### src/rtl/jse_pkg.sv
package jse_pkg;
  typedef enum logic [2:0] {
    OP_DR_NONE   = 3'd0,
    OP_DR_HEAD   = 3'd1,
    OP_DR_TAIL   = 3'd2,
    OP_DR_BOTH   = 3'd3,
    OP_IR        = 3'd4,
    OP_TAP_RESET = 3'd5,
    OP_TGT_SEL   = 3'd6,
    OP_NOP       = 3'd7
  } jse_op_e;

  typedef enum logic [1:0] {
    ST_IDLE,
    ST_HEAD,
    ST_SHIFT,
    ST_TAIL
  } jse_state_e;

  // TMS walks, bit 0 goes out first
  localparam logic [7:0] WALK_DR  = 8'b0000_0001;
  localparam logic [7:0] WALK_IR  = 8'b0000_0011;
  localparam logic [7:0] WALK_RST = 8'b0001_1111;
endpackage

### src/rtl/jse_tck_gen.sv
module jse_tck_gen #(
  parameter int HALF_CYC = 2
) (
  input  logic clk,
  input  logic rst_n,
  input  logic start,
  input  logic active,
  output logic tck,
  output logic step_end,
  output logic sample
);
  localparam int PER = 2 * HALF_CYC;
  localparam int PW  = (PER > 2) ? $clog2(PER) : 1;

  logic [PW-1:0] phase_q, phase_d;

  always_comb begin
    phase_d = phase_q;
    if (start) begin
      phase_d = '0;
    end else if (active) begin
      if (phase_q == PW'(PER - 1)) begin
        phase_d = '0;
      end else begin
        phase_d = phase_q + PW'(1);
      end
    end
  end

  always_ff @(posedge clk or negedge rst_n) begin
    if (!rst_n) begin
      phase_q <= '0;
    end else begin
      phase_q <= phase_d;
    end
  end

  assign tck      = active && (phase_q >= PW'(HALF_CYC));
  assign step_end = active && (phase_q == PW'(PER - 1));
  assign sample   = active && (phase_q == PW'(HALF_CYC));
endmodule

### src/rtl/jse_sequencer.sv
module jse_sequencer
  import jse_pkg::*;
#(
  parameter int DATA_W = 16,
  parameter int LEN_W  = 4
) (
  input  logic              clk,
  input  logic              rst_n,
  input  logic              start,
  input  jse_op_e           op,
  input  logic [LEN_W-1:0]  len,
  input  logic [DATA_W-1:0] data,
  input  logic              step_end,
  output logic              busy,
  output logic              tms,
  output logic              tdi,
  output logic              shift_on,
  output logic [LEN_W-1:0]  bit_idx
);
  localparam int CW = (LEN_W > 3) ? LEN_W : 3;

  jse_state_e        st_q, st_d;
  logic [CW-1:0]     cnt_q, cnt_d;
  logic [LEN_W-1:0]  len_q;
  logic [DATA_W-1:0] data_q;
  logic              tail_q;
  logic              more_q;
  logic [7:0]        walk_q;
  logic [2:0]        wlast_q;

  logic [7:0] walk_n;
  logic [2:0] wlast_n;
  logic       head_n, tail_n, more_n;

  // operation decode
  always_comb begin
    walk_n  = WALK_DR;
    wlast_n = 3'd2;
    head_n  = 1'b0;
    tail_n  = 1'b0;
    more_n  = 1'b1;
    case (op)
      OP_DR_NONE, OP_DR_HEAD, OP_DR_TAIL, OP_DR_BOTH: begin
        head_n = op[0];
        tail_n = op[1];
      end
      OP_IR: begin
        walk_n  = WALK_IR;
        wlast_n = 3'd3;
        head_n  = 1'b1;
        tail_n  = 1'b1;
      end
      default: begin
        walk_n  = WALK_RST;
        wlast_n = 3'd5;
        head_n  = 1'b1;
        more_n  = 1'b0;
      end
    endcase
  end

  // next state
  always_comb begin
    st_d  = st_q;
    cnt_d = cnt_q;
    if (start) begin
      st_d  = head_n ? ST_HEAD : ST_SHIFT;
      cnt_d = '0;
    end else if (step_end) begin
      case (st_q)
        ST_HEAD: begin
          if (cnt_q[2:0] == wlast_q) begin
            cnt_d = '0;
            st_d  = more_q ? ST_SHIFT : ST_IDLE;
          end else begin
            cnt_d = cnt_q + CW'(1);
          end
        end
        ST_SHIFT: begin
          if (cnt_q[LEN_W-1:0] == len_q) begin
            cnt_d = '0;
            st_d  = tail_q ? ST_TAIL : ST_IDLE;
          end else begin
            cnt_d = cnt_q + CW'(1);
          end
        end
        ST_TAIL: begin
          if (cnt_q[0]) begin
            cnt_d = '0;
            st_d  = ST_IDLE;
          end else begin
            cnt_d = cnt_q + CW'(1);
          end
        end
        default: begin
          st_d = ST_IDLE;
        end
      endcase
    end
  end

  always_ff @(posedge clk or negedge rst_n) begin
    if (!rst_n) begin
      st_q    <= ST_IDLE;
      cnt_q   <= '0;
      len_q   <= '0;
      tail_q  <= 1'b0;
      more_q  <= 1'b0;
      walk_q  <= '0;
      wlast_q <= '0;
      data_q  <= '0;
    end else begin
      st_q  <= st_d;
      cnt_q <= cnt_d;
      if (start) begin
        len_q   <= len;
        tail_q  <= tail_n;
        more_q  <= more_n;
        walk_q  <= walk_n;
        wlast_q <= wlast_n;
      end
      if (start && more_n) begin
        data_q <= data;
      end
    end
  end

  // pin values
  always_comb begin
    tms = 1'b0;
    tdi = 1'b0;
    case (st_q)
      ST_HEAD:  tms = walk_q[cnt_q[2:0]];
      ST_SHIFT: begin
        tms = tail_q && (cnt_q[LEN_W-1:0] == len_q);
        tdi = data_q[cnt_q[LEN_W-1:0]];
      end
      ST_TAIL:  tms = ~cnt_q[0];
      default: ;
    endcase
  end

  assign busy     = (st_q != ST_IDLE);
  assign shift_on = (st_q == ST_SHIFT);
  assign bit_idx  = cnt_q[LEN_W-1:0];
endmodule

### src/rtl/jse_capture.sv
module jse_capture #(
  parameter int DATA_W = 16,
  parameter int LEN_W  = 4
) (
  input  logic              clk,
  input  logic              rst_n,
  input  logic              clear,
  input  logic              sample,
  input  logic [LEN_W-1:0]  idx,
  input  logic              tdo,
  output logic [DATA_W-1:0] cap
);
  logic [DATA_W-1:0] cap_q, cap_d;

  always_comb begin
    cap_d = cap_q;
    if (clear) begin
      cap_d = '0;
    end else if (sample) begin
      cap_d[idx] = tdo;
    end
  end

  always_ff @(posedge clk or negedge rst_n) begin
    if (!rst_n) begin
      cap_q <= '0;
    end else begin
      cap_q <= cap_d;
    end
  end

  assign cap = cap_q;
endmodule

### src/rtl/jtag_shift_engine.sv
module jtag_shift_engine
  import jse_pkg::*;
#(
  parameter int DATA_W   = 16,
  parameter int LEN_W    = $clog2(DATA_W),
  parameter int N_TGT    = 7,
  parameter int HALF_CYC = 2
) (
  input  logic              clk,
  input  logic              rst_n,
  input  logic              wr_en,
  input  logic [2:0]        wr_op,
  input  logic [LEN_W-1:0]  wr_len,
  input  logic [DATA_W-1:0] wr_data,
  input  logic              rd_sel,
  output logic [DATA_W-1:0] rd_data,
  output logic              busy,
  output logic [N_TGT-1:0]  tgt_sel,
  output logic              tck,
  output logic              tms,
  output logic              tdi,
  input  logic              tdo
);
  // reset: asserted at once, released on a clock edge
  logic [1:0] rst_pipe;
  logic       srst_n;

  always_ff @(posedge clk or negedge rst_n) begin
    if (!rst_n) begin
      rst_pipe <= '0;
    end else begin
      rst_pipe <= {rst_pipe[0], 1'b1};
    end
  end
  assign srst_n = rst_pipe[1];

  jse_op_e op;
  logic    accept, start_scan, clear_cap, sel_en;
  logic    step_end, sample, shift_on;
  logic [LEN_W-1:0]  bit_idx;
  logic [DATA_W-1:0] cap;
  logic [N_TGT-1:0]  sel_q, sel_d;

  assign op         = jse_op_e'(wr_op);
  assign accept     = wr_en && !busy;
  assign start_scan = accept && (wr_op <= 3'(OP_TAP_RESET));
  assign clear_cap  = accept && (wr_op <= 3'(OP_IR));
  assign sel_en     = accept && (op == OP_TGT_SEL);

  jse_tck_gen #(.HALF_CYC(HALF_CYC)) u_tck (
    .clk      (clk),
    .rst_n    (srst_n),
    .start    (start_scan),
    .active   (busy),
    .tck      (tck),
    .step_end (step_end),
    .sample   (sample)
  );

  jse_sequencer #(.DATA_W(DATA_W), .LEN_W(LEN_W)) u_seq (
    .clk      (clk),
    .rst_n    (srst_n),
    .start    (start_scan),
    .op       (op),
    .len      (wr_len),
    .data     (wr_data),
    .step_end (step_end),
    .busy     (busy),
    .tms      (tms),
    .tdi      (tdi),
    .shift_on (shift_on),
    .bit_idx  (bit_idx)
  );

  jse_capture #(.DATA_W(DATA_W), .LEN_W(LEN_W)) u_cap (
    .clk    (clk),
    .rst_n  (srst_n),
    .clear  (clear_cap),
    .sample (sample && shift_on),
    .idx    (bit_idx),
    .tdo    (tdo),
    .cap    (cap)
  );

  // target select register
  always_comb begin
    sel_d = sel_q;
    if (sel_en) begin
      sel_d = wr_data[N_TGT-1:0];
    end
  end

  always_ff @(posedge clk or negedge srst_n) begin
    if (!srst_n) begin
      sel_q <= '0;
    end else begin
      sel_q <= sel_d;
    end
  end

  assign tgt_sel = sel_q;
  assign rd_data = rd_sel ? DATA_W'(sel_q) : cap;
endmodule

### config.mk
export PLATFORM = sky130hd
export DESIGN_NAME = jtag_shift_engine
export DESIGN_NICKNAME = d
export VERILOG_FILES = /design/src/rtl/jse_pkg.sv /design/src/rtl/jse_tck_gen.sv /design/src/rtl/jse_sequencer.sv /design/src/rtl/jse_capture.sv /design/src/rtl/jtag_shift_engine.sv
export SDC_FILE = /design/constraint.sdc
export NUM_CORES = 1
export LEC_CHECK = 0
export ABC_AREA = 0
export BUFFER_PORTS_ARGS = -buffer_cell sky130_fd_sc_hd__buf_4
export CAP_MARGIN = 20
export CORE_MARGIN = 2
export CORE_UTILIZATION = 50
export DETAILED_ROUTE_END_ITERATION = 10
export HOLD_SLACK_MARGIN = 0.12
export PLACE_DENSITY = 0.72
export SYNTH_ARGS = -nofsm -noshare
export SYNTH_HDL_FRONTEND = slang
export SYNTH_HIERARCHICAL = 1
export SYNTH_SLANG_ARGS = --single-unit
export TNS_END_PERCENT = 50
### constraint.sdc
create_clock -name clk -period 2.75 [get_ports clk]
set_input_delay 0.55 -clock clk [delete_from_list [all_inputs] [get_ports clk]]
set_output_delay 0.55 -clock clk [all_outputs]
set_load 0.05 [all_outputs]
==> impl_metrics.py <==
metrics = {
    "run_status": {
        "outcome": "completed",
    },
    "synthesis": {
        "syn_inst": 271,
        "ys_warn_count": 6,
        "post_synth_mux_area_share_pct": 22.6,
        "combinational_family_with_the_most_area_after_synthesis": "multiplexers",
        "netlist-cell-type-count": 46,
        "post_synth_and_or_nand_nor_area_fraction_pct": 15.9,
        "synth.top_cells.by_count": "sky130_fd_sc_hd__dfrtp_1 (59), sky130_fd_sc_hd__mux2_2 (37), sky130_fd_sc_hd__nand2_1 (20), sky130_fd_sc_hd__nand2b_1 (19), sky130_fd_sc_hd__mux2i_1 (18)",
        "synth-compound-area-share_pct": 6.16,
        "number_of_enable_flip_flop_cells_after_synthesis": 0,
        "synth_area_leader": "sky130_fd_sc_hd__dfrtp_1",
        "synth.ff_latch_count": 59,
        "synth_adder_area_share_pct": 3.51,
        "leading_post_synthesis_cells_by_cell_area": "sky130_fd_sc_hd__dfrtp_1 (46%), sky130_fd_sc_hd__mux2_2 (13%), sky130_fd_sc_hd__mux2i_1 (5.6%)",
        "yosys.area_share.xor_xnor_pct": 2.14,
        "synth_most_common_cell": "sky130_fd_sc_hd__dfrtp_1",
        "mapped_nets": 308,
        "post_synth.cell_area_avg_um2": 11.8,
        "synth.top_cell.area_share_pct": 46.0,
        "netlist_area_um2": 3210,
        "seq_area_frac_synth_pct": 46.0,
        "top_reg_cell_synth": "sky130_fd_sc_hd__dfrtp_1",
        "asyncSetResetFlopFracSynth_pct": 100,
    },
    "final_layout": {
        "area.sequential_um2": 1480,
        "n_antenna_cell": 0,
        "num-nets-final": 374,
        "areaGrowthSynthToFinish_pct": 21.9,
        "final-instance-count-excl-fill": 419,
        "multiInputGateArea_um2": 1610,
        "drive_above_1_share_pct": 40.1,
        "fillerInstances": 540,
    },
    "power_and_ir_drop": {
        "pwr_density_cell_nw_per_um2": 1090,
        "irDropWorstVdd_v": 0.000654,
        "total_power_mw": 4.27,
        "power_leakage_nw": 1.89,
    },
    "setup_path": {
        "crit_reg_reg_startpoint": "u_seq/st_q[0]",
        "timing.setup.critical_path_class": "register to output pin",
        "setup.worst_path.end_class": "output pin",
        "reg2reg_setup_slack_ns": 0.36,
        "worst_ep_required_time_ns": 2.20,
        "path_max_fanout": 5,
        "reg2reg_depth": 10,
        "reg2reg_to": "u_cap/cap[5]",
        "cp-start-kind": "register",
        "crit_arrival_ns": 2.12,
    },
    "place": {
        "globalplace.congestion": 0.749,
        "placed_cells_incl_taps": 402,
        "place.detailed.hpwl_mm": 4.63,
        "io_buffer_count": 54,
        "place_worst_setup_slack_ns": 0.295,
    },
    "timing": {
        "hold_ws_ns": 0.328,
        "rsz0062_at_grt": "no",
        "period_share_pct": 97.2,
        "fmax_ghz": 0.374,
        "finalMaxSlewViolations": 0,
        "timing.final.ws_setup_ns": 0.0765,
        "clock_skew_ns": 0.00651,
        "setup_viol": 0,
        "relSlewSlack_pct": 51.7,
        "slew_at_the_pin_closest_to_its_max_slew_limit_ns": 0.723,
        "report.final.hold_viol_count": 0,
        "finalCriticalPeriod_ns": 2.67,
        "setup-tns-final_ns": 0,
    },
    "cts": {
        "worst_setup_hold_path_clk_slew_ns": 0.07,
        "cts_buffer_depth": 2,
        "post_cts_buffers": 0,
        "cts_made_buffers": 9,
        "clkSinkCount": 59,
        "cts_tree": "built",
        "clock_tree.root_cell": "sky130_fd_sc_hd__clkbuf_8",
        "htreeDepth": 3,
        "clk-insertion-delay-late_ns": 0.34,
    },
    "global_route": {
        "number_of_global_route_vias_before_repair": 2288,
        "grt_first_pass_wirelength_mm": 11.2,
        "grt.met1_usage_pct": 28.0,
        "grt_util_met3_pct": 4.35,
        "grt_most_used_layer": "met2",
        "antenna_violations_before_repair": 0,
        "grt_overflow_total": 0,
        "grt_max_degree": 34,
        "use_met2_pct": 29.9,
        "globalRouteTotalUtil_pct": 20.1,
    },
    "floorplanning": {
        "floorplan.rows": 29,
        "die_h_um": 84.1,
        "overall_die_width_um": 84.1,
        "core_um2": 6280,
        "initial_core_util_pct": 51.1,
        "num_io_pins": 55,
        "die_footprint_um2": 7080,
    },
    "route": {
        "drc": 0,
        "detail_route.wirelength_mm": 6.44,
        "avgRoutedWirePerCell_um": 15.4,
        "vias": 2242,
        "drt_first_iter_violations": 153,
        "ant_nets": 0,
        "drt_first_pass_iters": 4,
        "post_drt_via_cell_ratio": 5.35,
    },
    "min_path": {
        "hp-class": "register to async pin",
    },
    "flow_run": {
        "drv.max_cap_violation_count": 0,
    },
}
## cell usage in the layout, fill, tap and decap left out, types with 2 or more instances in the layout
cell type	instances
sky130_fd_sc_hd__mux4_2	5
sky130_fd_sc_hd__ha_1	9
sky130_fd_sc_hd__and2_2	4
sky130_fd_sc_hd__or2_2	2
sky130_fd_sc_hd__nand2_1	20
sky130_fd_sc_hd__dfrtp_1	56
sky130_fd_sc_hd__mux2i_1	18
sky130_fd_sc_hd__clkbuf_8	10
sky130_fd_sc_hd__xor2_1	6
sky130_fd_sc_hd__buf_4	64
sky130_fd_sc_hd__inv_1	8
sky130_fd_sc_hd__o21ai_0	6
sky130_fd_sc_hd__o31ai_1	2
sky130_fd_sc_hd__nand2b_1	19
sky130_fd_sc_hd__and3b_1	3
sky130_fd_sc_hd__and2b_1	2
sky130_fd_sc_hd__clkinv_2	3
sky130_fd_sc_hd__and2_1	2
sky130_fd_sc_hd__a21oi_1	8
sky130_fd_sc_hd__nor3_1	2
sky130_fd_sc_hd__o21a_1	2
sky130_fd_sc_hd__nor2_1	11
sky130_fd_sc_hd__or4b_1	2
sky130_fd_sc_hd__dfrtp_2	3
sky130_fd_sc_hd__nand3_1	6
sky130_fd_sc_hd__nor2b_1	10
sky130_fd_sc_hd__mux2_2	37
## registers in the layout (all words and copies together), names as in the netlist
signal,count
u_seq/data_q,16
u_seq/bit_idx,4
rst_pipe,2
u_seq/wlast_q,2
u_cap/cap,16
u_seq/st_q,2
u_seq/walk_q,2
u_seq/len_q,4
u_tck/phase_q,2
u_seq/tail_q,1
tgt_sel,7
u_seq/more_q,1
## kinds of logic after synthesis
| family | Yosys count |
|---|---|
| muxes | 60 |
| and+or+nand+nor | 89 |
| xor gates and xnor gates | 7 |
| AOI/OAI and AO/OA | 27 |
| other | 1 |
| DFF | 59 |
| adders and majority gates | 9 |
| buffers and inverters | 19 |
## critical path, stage by stage (launching register included)
cell                      delay (ns)
sky130_fd_sc_hd__dfrtp_2        0.44
sky130_fd_sc_hd__mux4_2         0.53
sky130_fd_sc_hd__mux4_2         0.48
sky130_fd_sc_hd__and2_1         0.19
sky130_fd_sc_hd__buf_6          0.15
## cell type report
type                            count  share of cell area, %
Tap cell                           77                   2.46
Multi-Input combinational cell    193                   41.1
Inverter                            8                  0.768
Clock buffer                       11                   3.61
Clock inverter                      5                   1.34
Sequential cell                    59                   37.8
Timing Repair Buffer               66                   12.8
## power breakdown
part,internal [mW],leakage [nW],switching [mW]
Sequential,1.21,0.726,0.266
Clock,0.438,0.0991,0.338
Combinational,0.874,1.07,1.14
## worst max path at each step
stage | cells after the start | startpoint | endpoint | slack (ns)
3_3_place_gp | 4 | u_seq/bit_idx[0] | tdi | 0.40
2_1_floorplan | 4 | u_seq/bit_idx[0] | tdi | 0.27
3_5_place_dp | 4 | u_seq/bit_idx[0] | tdi | 0.30
4_1_cts | 4 | u_seq/bit_idx[0] | tdi | 0.01
5_1_grt | 4 | u_seq/bit_idx[0] | tdi | 0.005
6_report | 4 | u_seq/bit_idx[0] | tdi | 0.08
## layer usage
layer | vias up | wire length (um)
met5 | - | 0
met2 | 56 | 3010
met1 | 1097 | 3000
met3 | 11 | 282
li1 | 1078 | -
met4 | 0 | 150
## metrics by stage
step / instance area (um^2) / util [%]
3_5_place_dp: 3710 / 59.1
4_1_cts: 3900 / 62.1
3_3_place_gp: 3710 / 59.1
5_1_grt: 3910 / 62.3
6_report: 3910 / 62.3
2_1_floorplan: 3210 / -
## repair_timing
| item | in CTS | in global routing |
|---|---|---|
| endpoints found under the setup margin | 1 | 2 |
| pin swaps | 0 | 1 |
| resized for setup | 5 | 3 |
| hold endpoints to repair | 2 | 0 |
| hold buffers | 1 | 0 |
Note: power is estimated with default switching activity, not from simulation.
